==> src/rtl/mdio_pkg.sv <==
package mdio_pkg;
    localparam int FRAME_LEN  = 64;
    localparam int IDX_W      = $clog2(FRAME_LEN);
    localparam int TA_IDX     = 46;
    localparam int DATA_IDX   = 48;
    localparam int EVT_BIT    = 23;
    localparam int ADDR_W     = 2;

    localparam logic [ADDR_W-1:0] ADR_EVT = 2'd0;
    localparam logic [ADDR_W-1:0] ADR_CMD = 2'd1;
    localparam logic [ADDR_W-1:0] ADR_DIV = 2'd2;
    localparam logic [1:0]        OP_READ = 2'b10;

    typedef struct packed {
        logic                 busy;
        logic [IDX_W-1:0]     idx;
        logic [FRAME_LEN-1:0] sh;
        logic [15:0]          rx;
        logic                 rd;
    } eng_t;
endpackage

==> src/rtl/mdio_clkdiv.sv <==
module mdio_clkdiv #(
    parameter int DIV_W = 8
) (
    input  logic             clk,
    input  logic             rst_n,
    input  logic             active_i,
    input  logic [DIV_W-1:0] div_i,
    output logic             mdc_o,
    output logic             rise_o,
    output logic             fall_o
);
    typedef struct packed {
        logic [DIV_W-1:0] cnt;
        logic             mdc;
    } ck_t;

    ck_t  st_d, st_q;
    logic term;

    always_comb begin
        st_d = st_q;
        term = (div_i != '0) && (st_q.cnt == div_i - 1'b1);
        if (!active_i) begin
            st_d = '0;
        end else if (div_i != '0) begin
            if (term) begin
                st_d.cnt = '0;
                st_d.mdc = ~st_q.mdc;
            end else begin
                st_d.cnt = st_q.cnt + 1'b1;
            end
        end
    end

    always_ff @(posedge clk or negedge rst_n) begin
        if (!rst_n) st_q <= '0;
        else        st_q <= st_d;
    end

    assign mdc_o  = st_q.mdc;
    assign rise_o = active_i & term & ~st_q.mdc;
    assign fall_o = active_i & term &  st_q.mdc;


    mdc_hold_chk: assert property (@(posedge clk) disable iff (!rst_n)
        (active_i && div_i == '0) |=> $stable(mdc_o));

    mdc_idle_chk: assert property (@(posedge clk) disable iff (!rst_n)
        !active_i |=> !mdc_o);
endmodule

==> src/rtl/mdio_frame_eng.sv <==
module mdio_frame_eng
    import mdio_pkg::*;
(
    input  logic        clk,
    input  logic        rst_n,
    input  logic        start_i,
    input  logic [31:0] word_i,
    input  logic        rise_i,
    input  logic        fall_i,
    input  logic        mdio_i,
    output logic        busy_o,
    output logic        done_o,
    output logic        rd_o,
    output logic [15:0] rdata_o,
    output logic        mdio_o,
    output logic        mdio_oe_o
);
    eng_t st_d, st_q;
    logic done;

    always_comb begin
        st_d = st_q;
        done = 1'b0;
        if (start_i && !st_q.busy) begin
            st_d.busy = 1'b1;
            st_d.idx  = '0;
            st_d.sh   = {{(FRAME_LEN-32){1'b1}}, word_i};
            st_d.rd   = (word_i[29:28] == OP_READ);
            st_d.rx   = '0;
        end else if (st_q.busy) begin
            if (rise_i && st_q.rd && st_q.idx >= IDX_W'(DATA_IDX))
                st_d.rx = {st_q.rx[14:0], mdio_i};
            if (fall_i) begin
                if (st_q.idx == IDX_W'(FRAME_LEN-1)) begin
                    st_d.busy = 1'b0;
                    done      = 1'b1;
                end else begin
                    st_d.idx = st_q.idx + 1'b1;
                    st_d.sh  = st_q.sh << 1;
                end
            end
        end
    end

    always_ff @(posedge clk or negedge rst_n) begin
        if (!rst_n) st_q <= '0;
        else        st_q <= st_d;
    end

    assign busy_o    = st_q.busy;
    assign done_o    = done;
    assign rd_o      = st_q.rd;
    assign rdata_o   = st_q.rx;
    assign mdio_o    = st_q.busy ? st_q.sh[FRAME_LEN-1] : 1'b1;
    assign mdio_oe_o = st_q.busy & ~(st_q.rd & (st_q.idx >= IDX_W'(TA_IDX)));


    frame_len_chk: assert property (@(posedge clk) disable iff (!rst_n)
        $fell(st_q.busy) |-> $past(st_q.idx) == IDX_W'(FRAME_LEN-1));

    no_tick_stall_chk: assert property (@(posedge clk) disable iff (!rst_n)
        (st_q.busy && !fall_i) |=> $stable(st_q.idx));
endmodule

==> src/rtl/mdio_mgmt_ctrl.sv <==
module mdio_mgmt_ctrl
    import mdio_pkg::*;
#(
    parameter int DIV_W = 8
) (
    input  logic              clk,
    input  logic              rst_n,
    input  logic              reg_wr,
    input  logic              reg_rd,
    input  logic [ADDR_W-1:0] reg_addr,
    input  logic [31:0]       reg_wdata,
    output logic [31:0]       reg_rdata,
    output logic              mdc,
    output logic              mdio_o,
    output logic              mdio_oe,
    input  logic              mdio_i
);
    typedef struct packed {
        logic [31:0]      cmd;
        logic [DIV_W-1:0] div;
        logic             evt;
        logic [31:0]      rdata;
    } regs_t;

    regs_t       r_d, r_q;
    logic        cmd_wr, busy, done, rd_op, rise, fall;
    logic [15:0] rx;

    assign cmd_wr = reg_wr && reg_addr == ADR_CMD;

    mdio_clkdiv #(.DIV_W(DIV_W)) u_clk (
        .clk(clk), .rst_n(rst_n), .active_i(busy), .div_i(r_q.div),
        .mdc_o(mdc), .rise_o(rise), .fall_o(fall)
    );

    mdio_frame_eng u_eng (
        .clk(clk), .rst_n(rst_n), .start_i(cmd_wr), .word_i(reg_wdata),
        .rise_i(rise), .fall_i(fall), .mdio_i(mdio_i),
        .busy_o(busy), .done_o(done), .rd_o(rd_op), .rdata_o(rx),
        .mdio_o(mdio_o), .mdio_oe_o(mdio_oe)
    );

    always_comb begin
        r_d = r_q;
        if (cmd_wr && !busy)
            r_d.cmd = reg_wdata;
        if (done && rd_op)
            r_d.cmd[15:0] = rx;
        if (reg_wr && reg_addr == ADR_DIV)
            r_d.div = reg_wdata[DIV_W:1];
        if (reg_wr && reg_addr == ADR_EVT && reg_wdata[EVT_BIT])
            r_d.evt = 1'b0;
        if (done)
            r_d.evt = 1'b1;
        if (reg_rd) begin
            case (reg_addr)
                ADR_EVT: r_d.rdata = 32'(r_q.evt) << EVT_BIT;
                ADR_CMD: r_d.rdata = r_q.cmd;
                ADR_DIV: r_d.rdata = 32'({r_q.div, 1'b0});
                default: r_d.rdata = '0;
            endcase
        end
    end

    always_ff @(posedge clk or negedge rst_n) begin
        if (!rst_n) r_q <= '0;
        else        r_q <= r_d;
    end

    assign reg_rdata = r_q.rdata;


    busy_wr_ignored_chk: assert property (@(posedge clk) disable iff (!rst_n)
        (busy && cmd_wr && !done) |=> $stable(r_q.cmd));

    evt_set_chk: assert property (@(posedge clk) disable iff (!rst_n)
        done |=> r_q.evt);
endmodule

==> config.mk <==
export PLATFORM = sky130hd
export DESIGN_NAME = mdio_mgmt_ctrl
export DESIGN_NICKNAME = d
export VERILOG_FILES = /design/src/rtl/mdio_pkg.sv /design/src/rtl/mdio_clkdiv.sv /design/src/rtl/mdio_frame_eng.sv /design/src/rtl/mdio_mgmt_ctrl.sv
export SDC_FILE = /design/constraint.sdc
export NUM_CORES = 1
export LEC_CHECK = 0
export BUFFER_PORTS_ARGS = -buffer_cell sky130_fd_sc_hd__buf_4
export CORE_MARGIN = 5
export CORE_UTILIZATION = 59
export CTS_BUF_LIST = sky130_fd_sc_hd__clkbuf_4 sky130_fd_sc_hd__clkbuf_8
export CTS_CLUSTER_SIZE = 10
export DETAILED_ROUTE_END_ITERATION = 12
export PLACE_DENSITY = 0.81
export REMOVE_ABC_BUFFERS = 1
export SLEW_MARGIN = 20
export SYNTH_ARGS = -nofsm -noshare
export SYNTH_HDL_FRONTEND = slang
export SYNTH_HIERARCHICAL = 1
export SYNTH_SLANG_ARGS = --single-unit
==> constraint.sdc <==
create_clock -name clk -period 3.8 [get_ports clk]
set_input_delay 0.19 -clock clk [delete_from_list [all_inputs] [get_ports clk]]
set_output_delay 0.19 -clock clk [all_outputs]
set_load 0.02 [all_outputs]
==> reports/metrics.cfg, run 1 <==
[status]
run_status = finished, final reports clean

[cells_and_area]
syn_to_final_growth_pct = 11.2
fill_cells = 971
drive_above_1_share_pct = 22.2
design_area_sq_mm = 0.00892
nNetsFinal = 756
n_antenna_cell = 0

[cts]
cts-resized-gates = 0
root_buffer = clkbuf_8
worst_skew_pair.late_latency_ns = 0.45
cts_sinks = 170
hold_buffers = 28
clk_pin_slew_ns = 0.08
post_cts_buffers = 0
cts_max_path_buffers = 2
cts_buffers = 17
cts_tree = yes
htree_num_levels = 4

[power_and_ir_drop]
powerDensity_mw_per_mm2 = 539
ir_drop_mv = 0.382
cellLeakagePower_nw = 4.04
p_total_mw = 4.81

[die]
core-area_sq_mm = 0.0133
ios = 74
initial_core_util_pct = 60.3
die-area_sq_mm = 0.0160
die_w_um = 127
std_cell_rows = 42
die_y_um = 127

[timing]
rsz0062_at_grt = no
hold_viol_final = 0
final.setup.tns_ns = 0
hold_slack_ns = 0.0505
slew_violations = 0
post-route-min-period_ns = 3.43
worst_pin_slew_ns = 0.864
fin_ws_ns = 0.367
max_slew_margin_pct = 42.4
worst_clock_skew_ns = 0.00628
max_freq_mhz = 291
period_share_pct = 90.3
setup_viol = 0

[yosys]
yosysWarnings = 6
synth_edf_count = 0
yosys-top-cells-count = dfrtp_1, nor2_1, mux2i_1
synth_most_common_cell = dfrtp_1
yosysTopAreaCell = dfrtp_1
netlist_area_sq_mm = 0.00802
avgSynthCellArea_sq_um = 11.9
ys_seq_area_share_pct = 53.0
yosysUniqueCellTypes = 62
syn_inst = 675
synth_ff_type = dfrtp_1
yosys.area.top_type_share_pct = 53.0
async_flop_share_pct = 100
ys_ff_latch = 170
synthTopCellsByArea = dfrtp_1, mux2i_1, buf_4, a221o_1, nor2_1

[setup_path]
crit_chain = inv_1, ha_1, or3b_1, a211oi_2, o211ai_1, or4_4, nor3_2, nand2_1, nor2_1, nand2_1, buf_4, nor2_1, a21oi_1
cp-end-kind = register
crit_path_start_kind = register
rr_worst_depth = 13
required_ns = 4.12
arrival_ns = 3.75
crit_slowest_cell = or4_4
cp_num_cells = 13
path_class = register to register
critPathMaxStageDelay_ns = 0.56
crit_buf_inv = 2
critPathTopFamily = simple AND/OR/NAND/NOR gates
crit_fanout = 32

[detailed_routing]
dr.pass1.iters = 5
via_per_inst = 5.83
routed_wl_um = 16400
drcViolationCount = 0
vias = 5257
dr.first_iter.drc_count = 388
wl_per_cell_um = 18.2
postRouteAntennaNets = 0

[min_path]
hold_path_class = input port to register
whs_path_depth = 3

[placed_design]
place.gp.congestion = 0.862
dpl_cell_area_sq_mm = 0.00820
io_buffers = 73
place_ws_ns = 0.423
post-dp-hpwl_um = 10700

[global_route]
track_usage_pct = 20.9
grt_pass1_wl_um = 27300
grt_max_degree = 92
antenna_found_initial = 0
grt_pass1_vias = 5464
grt_overflow_total = 0

[run]
drv_cap = 0

per-layer routing:
layer  part of all wire, %  global-route usage, %  wire, um
met3                   4.4                   3.87       728
met4                   2.3                   7.70       380
met1                    44                   28.5      7250
met2                    49                   33.8      8050
met5                     0                      0         0
kinds of logic after synthesis:
family	share of synthesized area [%]
flip-flops	53.0
adder cells (fa/ha/maj)	0.468
buffers and inverters	9.36
XOR/XNOR	1.75
AND/OR/NAND/NOR	11.6
AO/OA/AOI/OAI	10.9
multiplexers	12.9
layout make-up:
class,count,area (sq um),share of cell area (%)
tap,176,220,2.47
timing repair buffer,109,925,10.4
sequential,170,4250,47.7
clock buffer,24,305,3.42
inverter,15,56.3,0.631
multi-input combinational,401,3020,33.9
clock inverter,7,139,1.56
stage by stage:
step	instances	utilization, %
global route	902	67.1
CTS	902	67.1
finish	902	67.1
detailed placement	843	61.7
global placement	842	61.5
floorplan	586	-
worst reg2reg max path: cells and delay by family, from the launching register on:
kind	cells	cell delay (ns)
DFF	1	0.44
AOI/OAI and AO/OA	3	0.52
adders and majority gates	1	0.20
buffers and inverters	2	0.33
and+or+nand+nor	7	1.81
worst paths after layout:
path | from | endpoint | slack [ns]
min | reg_wdata[15] | u_eng/st_q[32]$_DFFE_PN0P_ | 0.05
min in group asynchronous | rst_n | u_eng/st_q[70]$_DFFE_PN0P_ | 0.33
max in group asynchronous | rst_n | u_eng/rdata_o[11]$_DFFE_PN0P_ | 2.52
max reg2reg | r_q[33]$_DFFE_PN0P_ | r_q[46]$_DFFE_PN0P_ | 0.37
max | r_q[33]$_DFFE_PN0P_ | r_q[46]$_DFFE_PN0P_ | 0.37
min reg2reg | r_q[54]$_DFFE_PN0P_ | reg_rdata[13]$_DFFE_PN0P_ | 0.50
sequential cells by signal, summed over array words and instances (netlist names):
register / flops
u_eng/busy_o: 1
reg_rdata: 32
u_eng/st_q: 70
u_eng/rdata_o: 16
u_clk/mdc_o: 1
r_q: 41
u_eng/rd_o: 1
u_clk/st_q: 8
power by group:
| group | internal [mW] | switching, mW | total (mW) |
|---|---|---|---|
| Sequential | 2.19 | 0.283 | 2.47 |
| Clock | 0.794 | 0.605 | 1.40 |
| Combinational | 0.485 | 0.456 | 0.941 |
layout by cell type, fill, tap and decap left out, drive strengths merged, types with 3 or more instances in the layout:
| cell type | count |
|---|---|
| a21oi | 18 |
| a221o | 31 |
| a221oi | 8 |
| a22o | 23 |
| and2 | 35 |
| buf | 81 |
| bufinv | 4 |
| clkbuf | 24 |
| clkinv | 4 |
| dfrtp | 170 |
| dlygate4sd3 | 28 |
| ha | 3 |
| inv | 14 |
| mux2 | 34 |
| mux2i | 60 |
| nand2 | 31 |
| nand3 | 6 |
| nand3b | 4 |
| nand4 | 4 |
| nor2 | 76 |
| nor2b | 3 |
| nor3 | 11 |
| nor4 | 3 |
| o22ai | 4 |
| xnor2 | 5 |
| xor2 | 11 |
Power figures use the tool's default switching activity.
==> run 2, diff against run 1 <==
- CORE_ASPECT_RATIO: not set -> 2
==> run 2 against run 1 <==
Net effect:
- combinational power rose by 0.4%
- routed wire length rose by 5.4%
- first-iteration DRC count fell by 4.1%
==> reports/metrics.cfg, run 2 (same netlist as run 1, synthesis figures left out) <==
[die]
std_cell_rows = 60  ; +43%
die_y_um = 175  ; +38%
initial_core_util_pct = 59.7  ; -0.64 points
ios = 74  ; unchanged
die_w_um = 92.4  ; -27%
core-area_sq_mm = 0.0134  ; +1.1%
die-area_sq_mm = 0.0162  ; +0.88%

[timing]
post-route-min-period_ns = 3.50  ; +0.0705 ns
max_slew_margin_pct = 24.7  ; -18 points
worst_clock_skew_ns = 0.0173  ; +0.0110 ns
period_share_pct = 92.2  ; +1.9 points
hold_viol_final = 0  ; unchanged
worst_pin_slew_ns = 1.13  ; +0.265 ns
rsz0062_at_grt = no
final.setup.tns_ns = 0  ; unchanged
slew_violations = 0  ; unchanged
max_freq_mhz = 285  ; -2.0%
setup_viol = 0  ; unchanged

[status]
run_status = finished, final reports clean

[setup_path]
arrival_ns = 3.83  ; +0.08 ns
r2r_start = r_q[33]$_DFFE_PN0P_
cp_num_cells = 11  ; -2
crit_slowest_cell = or4_4
cp-end-kind = register
critPathTopFamily = simple AND/OR/NAND/NOR gates
path_class = register to register
required_ns = 4.13  ; about the same
crit_buf_inv = 2  ; unchanged
reg2reg_to = u_eng/st_q[21]$_DFFE_PN0P_
rr_worst_depth = 11  ; -2
critPathMaxStageDelay_ns = 0.56  ; about the same
r2r_slack_ns = 0.30  ; -0.07 ns
crit_fanout = 25  ; -22%
crit_chain = inv_1, ha_1, or3b_1, a211oi_2, o211ai_1, or4_4, nor3_2, mux2_2, o31ai_4, buf_4, a221o_1
crit_path_start_kind = register

[detailed_routing]
vias = 5306  ; +0.93%
wl_per_cell_um = 19.6  ; +7.6%
routed_wl_um = 17300  ; +5.4%
via_per_inst = 6.00  ; +3.0%
dr.first_iter.drc_count = 372  ; -4.1%
dr.pass1.iters = 5  ; unchanged
postRouteAntennaNets = 0  ; unchanged
drcViolationCount = 0  ; unchanged

[global_route]
track_usage_pct = 22.2  ; +1.2 points
grt_pass1_wl_um = 28200  ; +3.4%
grt_max_degree = 118  ; +28%
grt_overflow_total = 0  ; unchanged
grt_pass1_vias = 5596  ; +2.4%
antenna_found_initial = 0  ; unchanged

[placed_design]
dp.cells = 825  ; -2.1%
post-dp-hpwl_um = 11800  ; +9.6%
dpl_cell_area_sq_mm = 0.00819  ; -0.14%
place.gp.congestion = 0.814  ; -5.5%
io_buffers = 73  ; unchanged

[cells_and_area]
finish.utilization_pct = 65.9  ; -1.2 points
syn_to_final_growth_pct = 10.4
layout_common_cells = dfrtp_1, buf_4, nor2_1
layout_commonest_cell = dfrtp_1
stdcell_count = 884  ; -2.0%
nNetsFinal = 758  ; +0.26%
top_register = u_eng/st_q
drive_above_1_share_pct = 22.6  ; +0.46 points
design_area_sq_mm = 0.00885  ; -0.79%
fill_cells = 1001  ; +3.1%
largest_register_ffs = 70  ; unchanged
n_antenna_cell = 0  ; unchanged

[cts]
root_buffer = clkbuf_8
cts_sinks = 170  ; unchanged
cts_tree = yes
htree_num_levels = 4  ; unchanged
cts_max_path_buffers = 2  ; unchanged
cts_buffers = 17  ; unchanged
clk_pin_slew_ns = 0.09  ; about the same
cts-resized-gates = 0  ; unchanged
worst_skew_pair.late_latency_ns = 0.46  ; about the same

[power_and_ir_drop]
cellLeakagePower_nw = 4.00  ; -0.98%
ir_drop_mv = 0.362  ; -5.2%
p_total_mw = 4.68  ; -2.7%
powerDensity_mw_per_mm2 = 529  ; -1.9%

[min_path]
min_from = reg_wdata[2]
whs_path_depth = 2  ; -1
hold_path_class = input port to register
min_to = r_q[34]$_DFFE_PN0P_

[run]
drv_cap = 0  ; unchanged

==> run 2: cell count changes in the layout (fill, tap and decap cells not counted), moves of 2 or more <==
cell        before  now
buf_4           77   81
bufinv_16        4    1
clkbuf_4         4    1
clkinvlp_4       0    5
inv_6            0    2
==> run 2: worst max-delay path by stage <==
stage                              startpoint                         end
after floorplan           r_q[33]$_DFFE_PN0P_  u_eng/st_q[17]$_DFFE_PN0P_
after global placement    r_q[33]$_DFFE_PN0P_  u_eng/st_q[21]$_DFFE_PN0P_
after detailed placement  r_q[33]$_DFFE_PN0P_  u_eng/st_q[22]$_DFFE_PN0P_
after CTS                 r_q[33]$_DFFE_PN0P_  u_eng/st_q[74]$_DFFE_PN0P_
after global routing      r_q[33]$_DFFE_PN0P_  u_eng/st_q[60]$_DFFE_PN0P_
final                     r_q[33]$_DFFE_PN0P_  u_eng/st_q[21]$_DFFE_PN0P_
==> run 2: power breakdown <==
part	switching, mW	internal, mW
clock network	0.671	0.586
logic	0.462	0.483
registers	0.293	2.19
total	1.43	3.25
==> run 2: what timing repair did <==
item                                   4_1_cts  5_1_grt
endpoints found under the hold margin      141        0
setup buffers                                0        0
hold buffers                                27        0
setup endpoints to repair                    0        0
==> run 2: final cells by class <==
class	count	area, sq um	area share (%)
tap	155	194	2.19
multi-input combinational	401	3020	34.1
clock inverter	11	110	1.24
sequential	170	4250	48.1
clock buffer	21	283	3.19
timing repair buffer	111	932	10.5
inverter	15	56.3	0.636
==> run 2: metal layers <==
layer,wire length (um),global-route usage [%],vias to the layer above
met3,688,4.22,31
met2,9510,39.5,146
met4,451,9.68,0
met5,0,0,-
li1,-,-,2413
met1,6650,25.4,2716
==> run 2: stage by stage <==
step	hold WS, ns	worst slack (ns)
after floorplan	-0.106	-0.849
after global placement	0.401	0.490
after detailed placement	0.410	0.362
after CTS	0.00656	0.312
after global routing	0.0161	0.0183
final	0.0317	0.296
